## src/rtl/adcseq_pkg.sv

```systemverilog
package adcseq_pkg;
  localparam int unsigned REG_CMPE  = 0;
  localparam int unsigned REG_SENSE = 1;
  localparam int unsigned REG_FLAG  = 2;
  localparam int unsigned REG_CNT   = 3;
  localparam int unsigned SLOT_BASE = 16;
endpackage

```

## src/rtl/adcseq_counter.sv

```systemverilog
module adcseq_counter #(
  parameter int unsigned NUM_SLOTS = 12,
  parameter int unsigned CNT_W     = 4
) (
  input  logic             clk,
  input  logic             rst_n,
  input  logic             clr,
  input  logic             adv,
  input  logic             last,
  input  logic             fifo_mode,
  output logic [CNT_W-1:0] cnt
);
  localparam logic [CNT_W-1:0] TOP = CNT_W'(NUM_SLOTS - 1);

  logic [CNT_W-1:0] cnt_q, cnt_d;
  logic             cnt_en;

  always_comb begin
    cnt_en = clr | adv;
    cnt_d  = cnt_q;
    if (clr) begin
      cnt_d = '0;
    end else if (adv) begin
      if (last && !fifo_mode) cnt_d = '0;
      else if (cnt_q == TOP)  cnt_d = '0;
      else                    cnt_d = cnt_q + 1'b1;
    end
  end

  always_ff @(posedge clk or negedge rst_n) begin
    if (!rst_n)      cnt_q <= '0;
    else if (cnt_en) cnt_q <= cnt_d;
  end

  assign cnt = cnt_q;

  p_cnt_range_r2: assert property (@(posedge clk) disable iff (!rst_n)
    cnt_q <= TOP);
  p_wrap_r2: assert property (@(posedge clk) disable iff (!rst_n)
    (adv && !clr && cnt_q == TOP) |=> cnt_q == '0);
  p_last_nonfifo_r3: assert property (@(posedge clk) disable iff (!rst_n)
    (adv && !clr && last && !fifo_mode) |=> cnt_q == '0);
  p_clear_r5: assert property (@(posedge clk) disable iff (!rst_n)
    clr |=> cnt_q == '0);
  p_hold_r10: assert property (@(posedge clk) disable iff (!rst_n)
    (!clr && !adv) |=> $stable(cnt_q));
endmodule

```

## src/rtl/adcseq_slots.sv

```systemverilog
module adcseq_slots #(
  parameter int unsigned NUM_SLOTS = 12,
  parameter int unsigned CNT_W     = 4,
  parameter int unsigned RES_W     = 12
) (
  input  logic                             clk,
  input  logic                             rst_n,
  input  logic                             conv_we,
  input  logic [CNT_W-1:0]                 cnt,
  input  logic [RES_W-1:0]                 conv_data,
  input  logic [NUM_SLOTS-1:0]             cmp_en,
  input  logic [NUM_SLOTS-1:0]             cmp_gt,
  input  logic [NUM_SLOTS-1:0]             slot_we,
  input  logic [RES_W-1:0]                 slot_wdata,
  input  logic [NUM_SLOTS-1:0]             flag_clr,
  output logic [NUM_SLOTS-1:0][RES_W-1:0]  slots,
  output logic [NUM_SLOTS-1:0]             flags
);
  logic [NUM_SLOTS-1:0][RES_W-1:0] slot_q, slot_d;
  logic [NUM_SLOTS-1:0]            slot_en;
  logic [NUM_SLOTS-1:0]            flag_q, flag_d, flag_set;

  for (genvar i = 0; i < NUM_SLOTS; i++) begin : g_slot
    logic here, hit, store;
    assign here  = conv_we && (cnt == CNT_W'(i));
    assign hit   = cmp_gt[i] ? (conv_data >  slot_q[i])
                             : (conv_data <= slot_q[i]);
    assign store = here && !cmp_en[i];
    assign flag_set[i] = here && cmp_en[i] && hit;

    always_comb begin
      slot_en[i] = store | slot_we[i];
      slot_d[i]  = store ? conv_data : slot_wdata;
    end

    always_ff @(posedge clk or negedge rst_n) begin
      if (!rst_n)          slot_q[i] <= '0;
      else if (slot_en[i]) slot_q[i] <= slot_d[i];
    end

    p_store_r7: assert property (@(posedge clk) disable iff (!rst_n)
      (conv_we && cnt == CNT_W'(i) && !cmp_en[i]) |=> slot_q[i] == $past(conv_data));
    p_thresh_kept_r8: assert property (@(posedge clk) disable iff (!rst_n)
      (conv_we && cnt == CNT_W'(i) && cmp_en[i] && !slot_we[i]) |=> $stable(slot_q[i]));
    p_flag_hit_r8: assert property (@(posedge clk) disable iff (!rst_n)
      (conv_we && cnt == CNT_W'(i) && cmp_en[i] &&
       (cmp_gt[i] ? (conv_data > slot_q[i]) : (conv_data <= slot_q[i]))) |=> flag_q[i]);
    p_flag_w1c_r9: assert property (@(posedge clk) disable iff (!rst_n)
      (flag_q[i] && !flag_clr[i]) |=> flag_q[i]);
  end

  always_comb flag_d = (flag_q & ~flag_clr) | flag_set;

  always_ff @(posedge clk or negedge rst_n) begin
    if (!rst_n) flag_q <= '0;
    else        flag_q <= flag_d;
  end

  assign slots = slot_q;
  assign flags = flag_q;
endmodule

```

## src/rtl/adcseq_regif.sv

```systemverilog
module adcseq_regif
  import adcseq_pkg::*;
#(
  parameter int unsigned NUM_SLOTS = 12,
  parameter int unsigned CNT_W     = 4,
  parameter int unsigned RES_W     = 12,
  parameter int unsigned ADDR_W    = 5,
  parameter int unsigned DATA_W    = 12
) (
  input  logic                            clk,
  input  logic                            rst_n,
  input  logic                            bus_sel,
  input  logic                            bus_wr,
  input  logic [ADDR_W-1:0]               bus_addr,
  input  logic [DATA_W-1:0]               bus_wdata,
  output logic [DATA_W-1:0]               bus_rdata,
  input  logic [CNT_W-1:0]                cnt,
  input  logic [NUM_SLOTS-1:0][RES_W-1:0] slots,
  input  logic [NUM_SLOTS-1:0]            flags,
  output logic [NUM_SLOTS-1:0]            cmp_en,
  output logic [NUM_SLOTS-1:0]            cmp_gt,
  output logic [NUM_SLOTS-1:0]            slot_we,
  output logic [NUM_SLOTS-1:0]            flag_clr,
  output logic                            cmpe_wr,
  output logic                            abort_req
);
  logic                 wr;
  logic                 sense_wr;
  logic [NUM_SLOTS-1:0] cmpe_q, sense_q;
  logic                 abort_q;

  assign wr       = bus_sel && bus_wr;
  assign cmpe_wr  = wr && (bus_addr == ADDR_W'(REG_CMPE));
  assign sense_wr = wr && (bus_addr == ADDR_W'(REG_SENSE));
  assign flag_clr = (wr && (bus_addr == ADDR_W'(REG_FLAG))) ?
                    bus_wdata[NUM_SLOTS-1:0] : '0;

  for (genvar i = 0; i < NUM_SLOTS; i++) begin : g_we
    assign slot_we[i] = wr && (bus_addr == ADDR_W'(SLOT_BASE + i));
  end

  always_ff @(posedge clk or negedge rst_n) begin
    if (!rst_n)       cmpe_q <= '0;
    else if (cmpe_wr) cmpe_q <= bus_wdata[NUM_SLOTS-1:0];
  end

  always_ff @(posedge clk or negedge rst_n) begin
    if (!rst_n)        sense_q <= '0;
    else if (sense_wr) sense_q <= bus_wdata[NUM_SLOTS-1:0];
  end

  always_ff @(posedge clk or negedge rst_n) begin
    if (!rst_n) abort_q <= 1'b0;
    else        abort_q <= cmpe_wr;
  end

  always_comb begin
    bus_rdata = '0;
    if      (bus_addr == ADDR_W'(REG_CMPE))  bus_rdata = DATA_W'(cmpe_q);
    else if (bus_addr == ADDR_W'(REG_SENSE)) bus_rdata = DATA_W'(sense_q);
    else if (bus_addr == ADDR_W'(REG_FLAG))  bus_rdata = DATA_W'(flags);
    else if (bus_addr == ADDR_W'(REG_CNT))   bus_rdata = DATA_W'(cnt);
    else begin
      for (int i = 0; i < NUM_SLOTS; i++)
        if (bus_addr == ADDR_W'(SLOT_BASE + i)) bus_rdata = DATA_W'(slots[i]);
    end
  end

  assign cmp_en    = cmpe_q;
  assign cmp_gt    = sense_q;
  assign abort_req = abort_q;

  p_abort_pulse_r6: assert property (@(posedge clk) disable iff (!rst_n)
    cmpe_wr |=> abort_req);
  p_abort_only_r6: assert property (@(posedge clk) disable iff (!rst_n)
    !cmpe_wr |=> !abort_req);
  p_slot_we_onehot_r11: assert property (@(posedge clk) disable iff (!rst_n)
    $onehot0(slot_we));
endmodule

```

## src/rtl/adc_result_sequencer.sv

```systemverilog
module adc_result_sequencer #(
  parameter int unsigned NUM_SLOTS = 12,
  parameter int unsigned CNT_W     = 4,
  parameter int unsigned RES_W     = 12,
  parameter int unsigned ADDR_W    = 5,
  localparam int unsigned DATA_W   = (RES_W > NUM_SLOTS) ? RES_W : NUM_SLOTS
) (
  input  logic              clk,
  input  logic              rst_n,
  input  logic              fifo_mode,
  input  logic              seq_start,
  input  logic              seq_abort,
  input  logic              conv_done,
  input  logic              conv_last,
  input  logic [RES_W-1:0]  conv_data,
  input  logic              bus_sel,
  input  logic              bus_wr,
  input  logic [ADDR_W-1:0] bus_addr,
  input  logic [DATA_W-1:0] bus_wdata,
  output logic [DATA_W-1:0] bus_rdata,
  output logic              abort_req
);
  logic [1:0] rst_sync_q;
  logic       rst_int_n;

  always_ff @(posedge clk or negedge rst_n) begin
    if (!rst_n) rst_sync_q <= 2'b00;
    else        rst_sync_q <= {rst_sync_q[0], 1'b1};
  end
  assign rst_int_n = rst_sync_q[1];

  logic [CNT_W-1:0]                cnt;
  logic [NUM_SLOTS-1:0][RES_W-1:0] slots;
  logic [NUM_SLOTS-1:0]            flags, cmp_en, cmp_gt, slot_we, flag_clr;
  logic                            cmpe_wr, clr_cnt, conv_we;

  assign clr_cnt = seq_start | seq_abort | cmpe_wr;
  assign conv_we = conv_done & ~clr_cnt;

  adcseq_counter #(.NUM_SLOTS(NUM_SLOTS), .CNT_W(CNT_W)) u_cnt (
    .clk(clk), .rst_n(rst_int_n), .clr(clr_cnt), .adv(conv_we),
    .last(conv_last), .fifo_mode(fifo_mode), .cnt(cnt)
  );

  adcseq_slots #(.NUM_SLOTS(NUM_SLOTS), .CNT_W(CNT_W), .RES_W(RES_W)) u_slots (
    .clk(clk), .rst_n(rst_int_n), .conv_we(conv_we), .cnt(cnt),
    .conv_data(conv_data), .cmp_en(cmp_en), .cmp_gt(cmp_gt),
    .slot_we(slot_we), .slot_wdata(bus_wdata[RES_W-1:0]),
    .flag_clr(flag_clr), .slots(slots), .flags(flags)
  );

  adcseq_regif #(.NUM_SLOTS(NUM_SLOTS), .CNT_W(CNT_W), .RES_W(RES_W),
                 .ADDR_W(ADDR_W), .DATA_W(DATA_W)) u_regs (
    .clk(clk), .rst_n(rst_int_n), .bus_sel(bus_sel), .bus_wr(bus_wr),
    .bus_addr(bus_addr), .bus_wdata(bus_wdata), .bus_rdata(bus_rdata),
    .cnt(cnt), .slots(slots), .flags(flags), .cmp_en(cmp_en),
    .cmp_gt(cmp_gt), .slot_we(slot_we), .flag_clr(flag_clr),
    .cmpe_wr(cmpe_wr), .abort_req(abort_req)
  );

  initial begin
    a_geom_r2: assert (NUM_SLOTS <= (1 << CNT_W) && NUM_SLOTS <= 2**ADDR_W - 16);
  end

  p_discard_r5: assert property (@(posedge clk) disable iff (!rst_int_n)
    (conv_done && (seq_start || seq_abort)) |=> cnt == '0);
endmodule

```

## config.mk

```make
export PLATFORM = sky130hd
export DESIGN_NAME = adc_result_sequencer
export DESIGN_NICKNAME = d
export VERILOG_FILES = /design/src/rtl/adcseq_pkg.sv /design/src/rtl/adcseq_counter.sv /design/src/rtl/adcseq_slots.sv /design/src/rtl/adcseq_regif.sv /design/src/rtl/adc_result_sequencer.sv
export SDC_FILE = /design/constraint.sdc
export NUM_CORES = 1
export LEC_CHECK = 0
export ABC_AREA = 1
export BUFFER_PORTS_ARGS = -buffer_cell sky130_fd_sc_hd__buf_2
export CAP_MARGIN = 5
export CORE_MARGIN = 4
export CORE_UTILIZATION = 60
export CTS_CLUSTER_SIZE = 24
export DETAILED_ROUTE_END_ITERATION = 10
export GPL_ROUTABILITY_DRIVEN = 1
export GPL_TIMING_DRIVEN = 1
export PLACE_DENSITY = 0.75
export SLEW_MARGIN = 20
export SYNTH_ARGS = -nofsm -noshare
export SYNTH_HDL_FRONTEND = slang
export SYNTH_SLANG_ARGS = --single-unit
```

## constraint.sdc

```tcl
create_clock -name clk -period 13.7 [get_ports clk]
set_input_delay 1.37 -clock clk [delete_from_list [all_inputs] [get_ports clk]]
set_output_delay 1.37 -clock clk [all_outputs]
set_load 0.03 [all_outputs]
```

==> impl_metrics.py <==
metrics = {
    "clocking": {
        "cts.sink_count": 187,
        "path_clk_slew_ns": 0.08,
        "cts_setup_buffers": 0,
        "cts-root-buf": "clkbuf_16",
        "cts_tree": "yes",
        "cts-buffers-inserted": 17,
        "htree_levels": 4,
        "clk_path_buf_depth": 2,
        "cts_resized": 0,
        "ctsHoldBuffers": 0,
        "clock_latency_ns": 0.45,
    },
    "synth": {
        "syn_nets": 1869,
        "synth_cells": 1683,
        "synth_edf_count": 0,
        "avgSynthCellArea_sq_um": 7.99,
        "synth_flop_cell": "dfrtp_1",
        "seq_area_frac_synth_pct": 34.8,
        "async_reset_ff_share_pct": 100,
        "syn-cell-area_sq_mm": 0.0134,
        "synth_seq_cells": 187,
        "ys_types": 45,
        "ys.warnings.count": 0,
    },
    "setup_path": {
        "cp_slowest_cell": "nor2_1",
        "critPathArrivalTime_ns": 3.82,
        "crit_type": "primary input to output port",
        "crit_required_ns": 12.33,
        "r2r_slack_ns": 11.06,
        "cp_num_buf_inv": 5,
        "worstSetupEndpointType": "output port",
        "slowest_delay_ns": 0.74,
        "worst_setup_path_start_kind": "primary input",
        "cp_cell_sequence": "buf_2 -> nand2_1 -> nor2_1 -> inv_2 -> nor2_1 -> inv_2 -> o21ai_0 -> inv_1 -> nand4_1 -> o21ai_0 -> nand3_1 -> nand2_1 -> nand4_1 -> buf_2",
        "crit_fanout": 13,
        "cp_top_family": "simple AND/OR/NAND/NOR gates",
    },
    "layout": {
        "num_antenna_cells": 0,
        "num-fill-cells": 1892,
        "nets": 1858,
        "drive_above_1_share_pct": 8.61,
        "areaGrowthSynthToFinish_pct": 6.11,
    },
    "routing": {
        "wl_per_cell_um": 25.6,
        "drc": 0,
        "vias_per_cell": 6.76,
        "first_pass_iters": 7,
        "route.vias.total": 13300,
        "wl_um": 50400,
        "antenna_left": 0,
        "drt_iter0_markers": 1702,
    },
    "status": {
        "status": "finished clean",
    },
    "power_and_ir_drop": {
        "power.switching_uw": 682,
        "p_leak_nw": 6.82,
        "switching_share_pct": 38.4,
        "ir_drop_uv": 77.7,
        "power_density_mw_per_mm2": 124,
        "intPower_mw": 1.09,
        "power.share.combinational_pct": 29.5,
        "clockPowerShare_pct": 28.6,
        "seqPwrFrac_pct": 41.9,
    },
    "sta": {
        "setup_viol": 0,
        "whs_ns": 0.366,
        "tns_ns": 0,
        "tightest_slew_ns": 1.11,
        "drv_slew": 0,
        "period_share_pct": 37.9,
        "rsz0062_at_grt": "false",
        "slew_headroom_pct": 25.7,
        "fin_crit_ns": 5.19,
        "fmax_mhz": 193,
        "fin_worst_skew_ns": 0.0100,
        "hold_viol_final": 0,
    },
    "run": {
        "maxCapViolCount": 0,
    },
    "floorplanning": {
        "die_w_um": 158,
        "io_pins": 51,
        "coreArea_sq_mm": 0.0220,
        "start_util_pct": 61.2,
        "rows": 54,
        "die_h_um": 158,
        "fp.dieArea_sq_mm": 0.0249,
    },
    "global_routing": {
        "met3_usage_pct": 10.8,
        "busiest_layer": "met2",
        "grt_pass1_vias": 12300,
        "grt_overflow": 0,
        "use_met1_pct": 57.0,
        "antenna_found_initial": 0,
        "grt_pass1_wl_um": 75500,
        "grt_max_degree": 74,
        "grt_usage_pct": 40.9,
        "met2_usage_pct": 58.8,
    },
    "min_path": {
        "min_path_type": "flop to flop",
    },
    "placement": {
        "portBuffers": 50,
        "dp_hpwl_um": 34400,
        "gp_congestion": 1.02,
    },
}
power by group through the flow:
stage | registers, mW | clock network (mW) | logic [mW]
3_5_place_dp | 0.745 | 0 | 0.511
5_1_grt | 0.749 | 0.529 | 0.588
4_1_cts | 0.736 | 0.506 | 0.514
3_3_place_gp | 0.744 | 0 | 0.490
2_1_floorplan | 0.714 | 0 | 0.364
6_report | 0.743 | 0.507 | 0.523
Yosys cell counts, drive strengths merged, types with 3 or more instances:
library cell | number | area (sq um)
o311ai | 12 | 105
nand2 | 307 | 1220
xnor2 | 8 | 70.1
o211ai | 21 | 163
ha | 148 | 1850
clkbuf | 39 | 146
nand3 | 201 | 1010
a21oi | 79 | 395
o21ai | 80 | 400
nor2 | 89 | 378
a211oi | 4 | 30.0
nand4 | 48 | 313
o2bb2ai | 3 | 26.3
nand3b | 5 | 50.1
nor3 | 20 | 130
or2 | 5 | 31.3
o2111ai | 6 | 52.6
dfrtp | 187 | 4680
buf | 51 | 288
inv | 242 | 918
o221ai | 122 | 1140
flip-flops by register name, indices dropped and copies added (netlist names):
name / cells
u_regs.cmp_en: 12
u_regs.abort_req: 1
u_regs.cmp_gt: 12
u_slots.slots: 144
u_cnt.cnt: 4
rst_sync_q: 2
u_slots.flags: 12
cell usage in the layout, fill, tap and decap left out, types with 17 or more instances in the layout:
| cell | instances |
|---|---|
| nand4_1 | 46 |
| o21ai_0 | 80 |
| a21oi_1 | 79 |
| clkbuf_16 | 17 |
| inv_1 | 236 |
| nor2_1 | 81 |
| o211ai_1 | 20 |
| nand2_1 | 297 |
| dfrtp_1 | 186 |
| nand3_1 | 200 |
| o221ai_1 | 111 |
| buf_2 | 50 |
| ha_1 | 148 |
per-layer routing:
| metal | share of wire [%] | routed length [um] |
|---|---|---|
| met1 | 39 | 19500 |
| met2 | 42 | 21200 |
| met3 | 13 | 6610 |
| met4 | 6.0 | 3040 |
| met5 | 0 | 0 |
kinds of logic (layout without fill, tap and decap cells):
kind of cell / after synthesis / in the layout / synth area share, %
buffers and inverters: 332 / 334 / 10.1
DFF: 187 / 187 / 34.8
xor gates and xnor gates: 9 / 9 / 0.587
other: 1 / 1 / 0.0279
adders and majority gates: 148 / 148 / 13.8
AOI/OAI and AO/OA: 330 / 330 / 17.4
and+or+nand+nor: 676 / 676 / 23.4
per-stage QoR:
step	utilization (%)	instance area [sq um]	worst slack (ns)	total power [mW]	std cells
after detailed placement	62.3	13700	8.61	1.26	1933
after global routing	64.9	14300	8.28	1.87	1965
after floorplan	-	13400	8.10	1.08	1683
after CTS	64.9	14300	8.59	1.76	1965
after global placement	62.3	13700	8.61	1.23	1933
final	64.9	14300	8.51	1.77	1965
path summary, 6_finish.rpt:
kind                       cells past startpoint          start                 to
hold reg to reg                                0  rst_sync_q[0]      rst_sync_q[1]
max in group asynchronous                      2  rst_sync_q[1]  u_slots.slots[24]
hold / removal                                 0  rst_sync_q[0]      rst_sync_q[1]
setup reg to reg                               2  rst_sync_q[1]  u_slots.slots[24]
setup / recovery                              14    bus_addr[4]      bus_rdata[11]
min in group asynchronous                      0  rst_sync_q[1]  u_slots.slots[20]
cell type report:
class                      instances  area [sq um]  share of cell area (%)
timing repair buffer              60           325                    2.28
clock buffer                      17           425                    2.98
tap                              280           350                    2.46
inverter                         242           918                    6.44
multi-input combinational       1164          7410                    52.0
sequential                       187          4680                    32.8
clock inverter                    15           145                    1.02
Note: power is estimated with default switching activity, not from simulation.
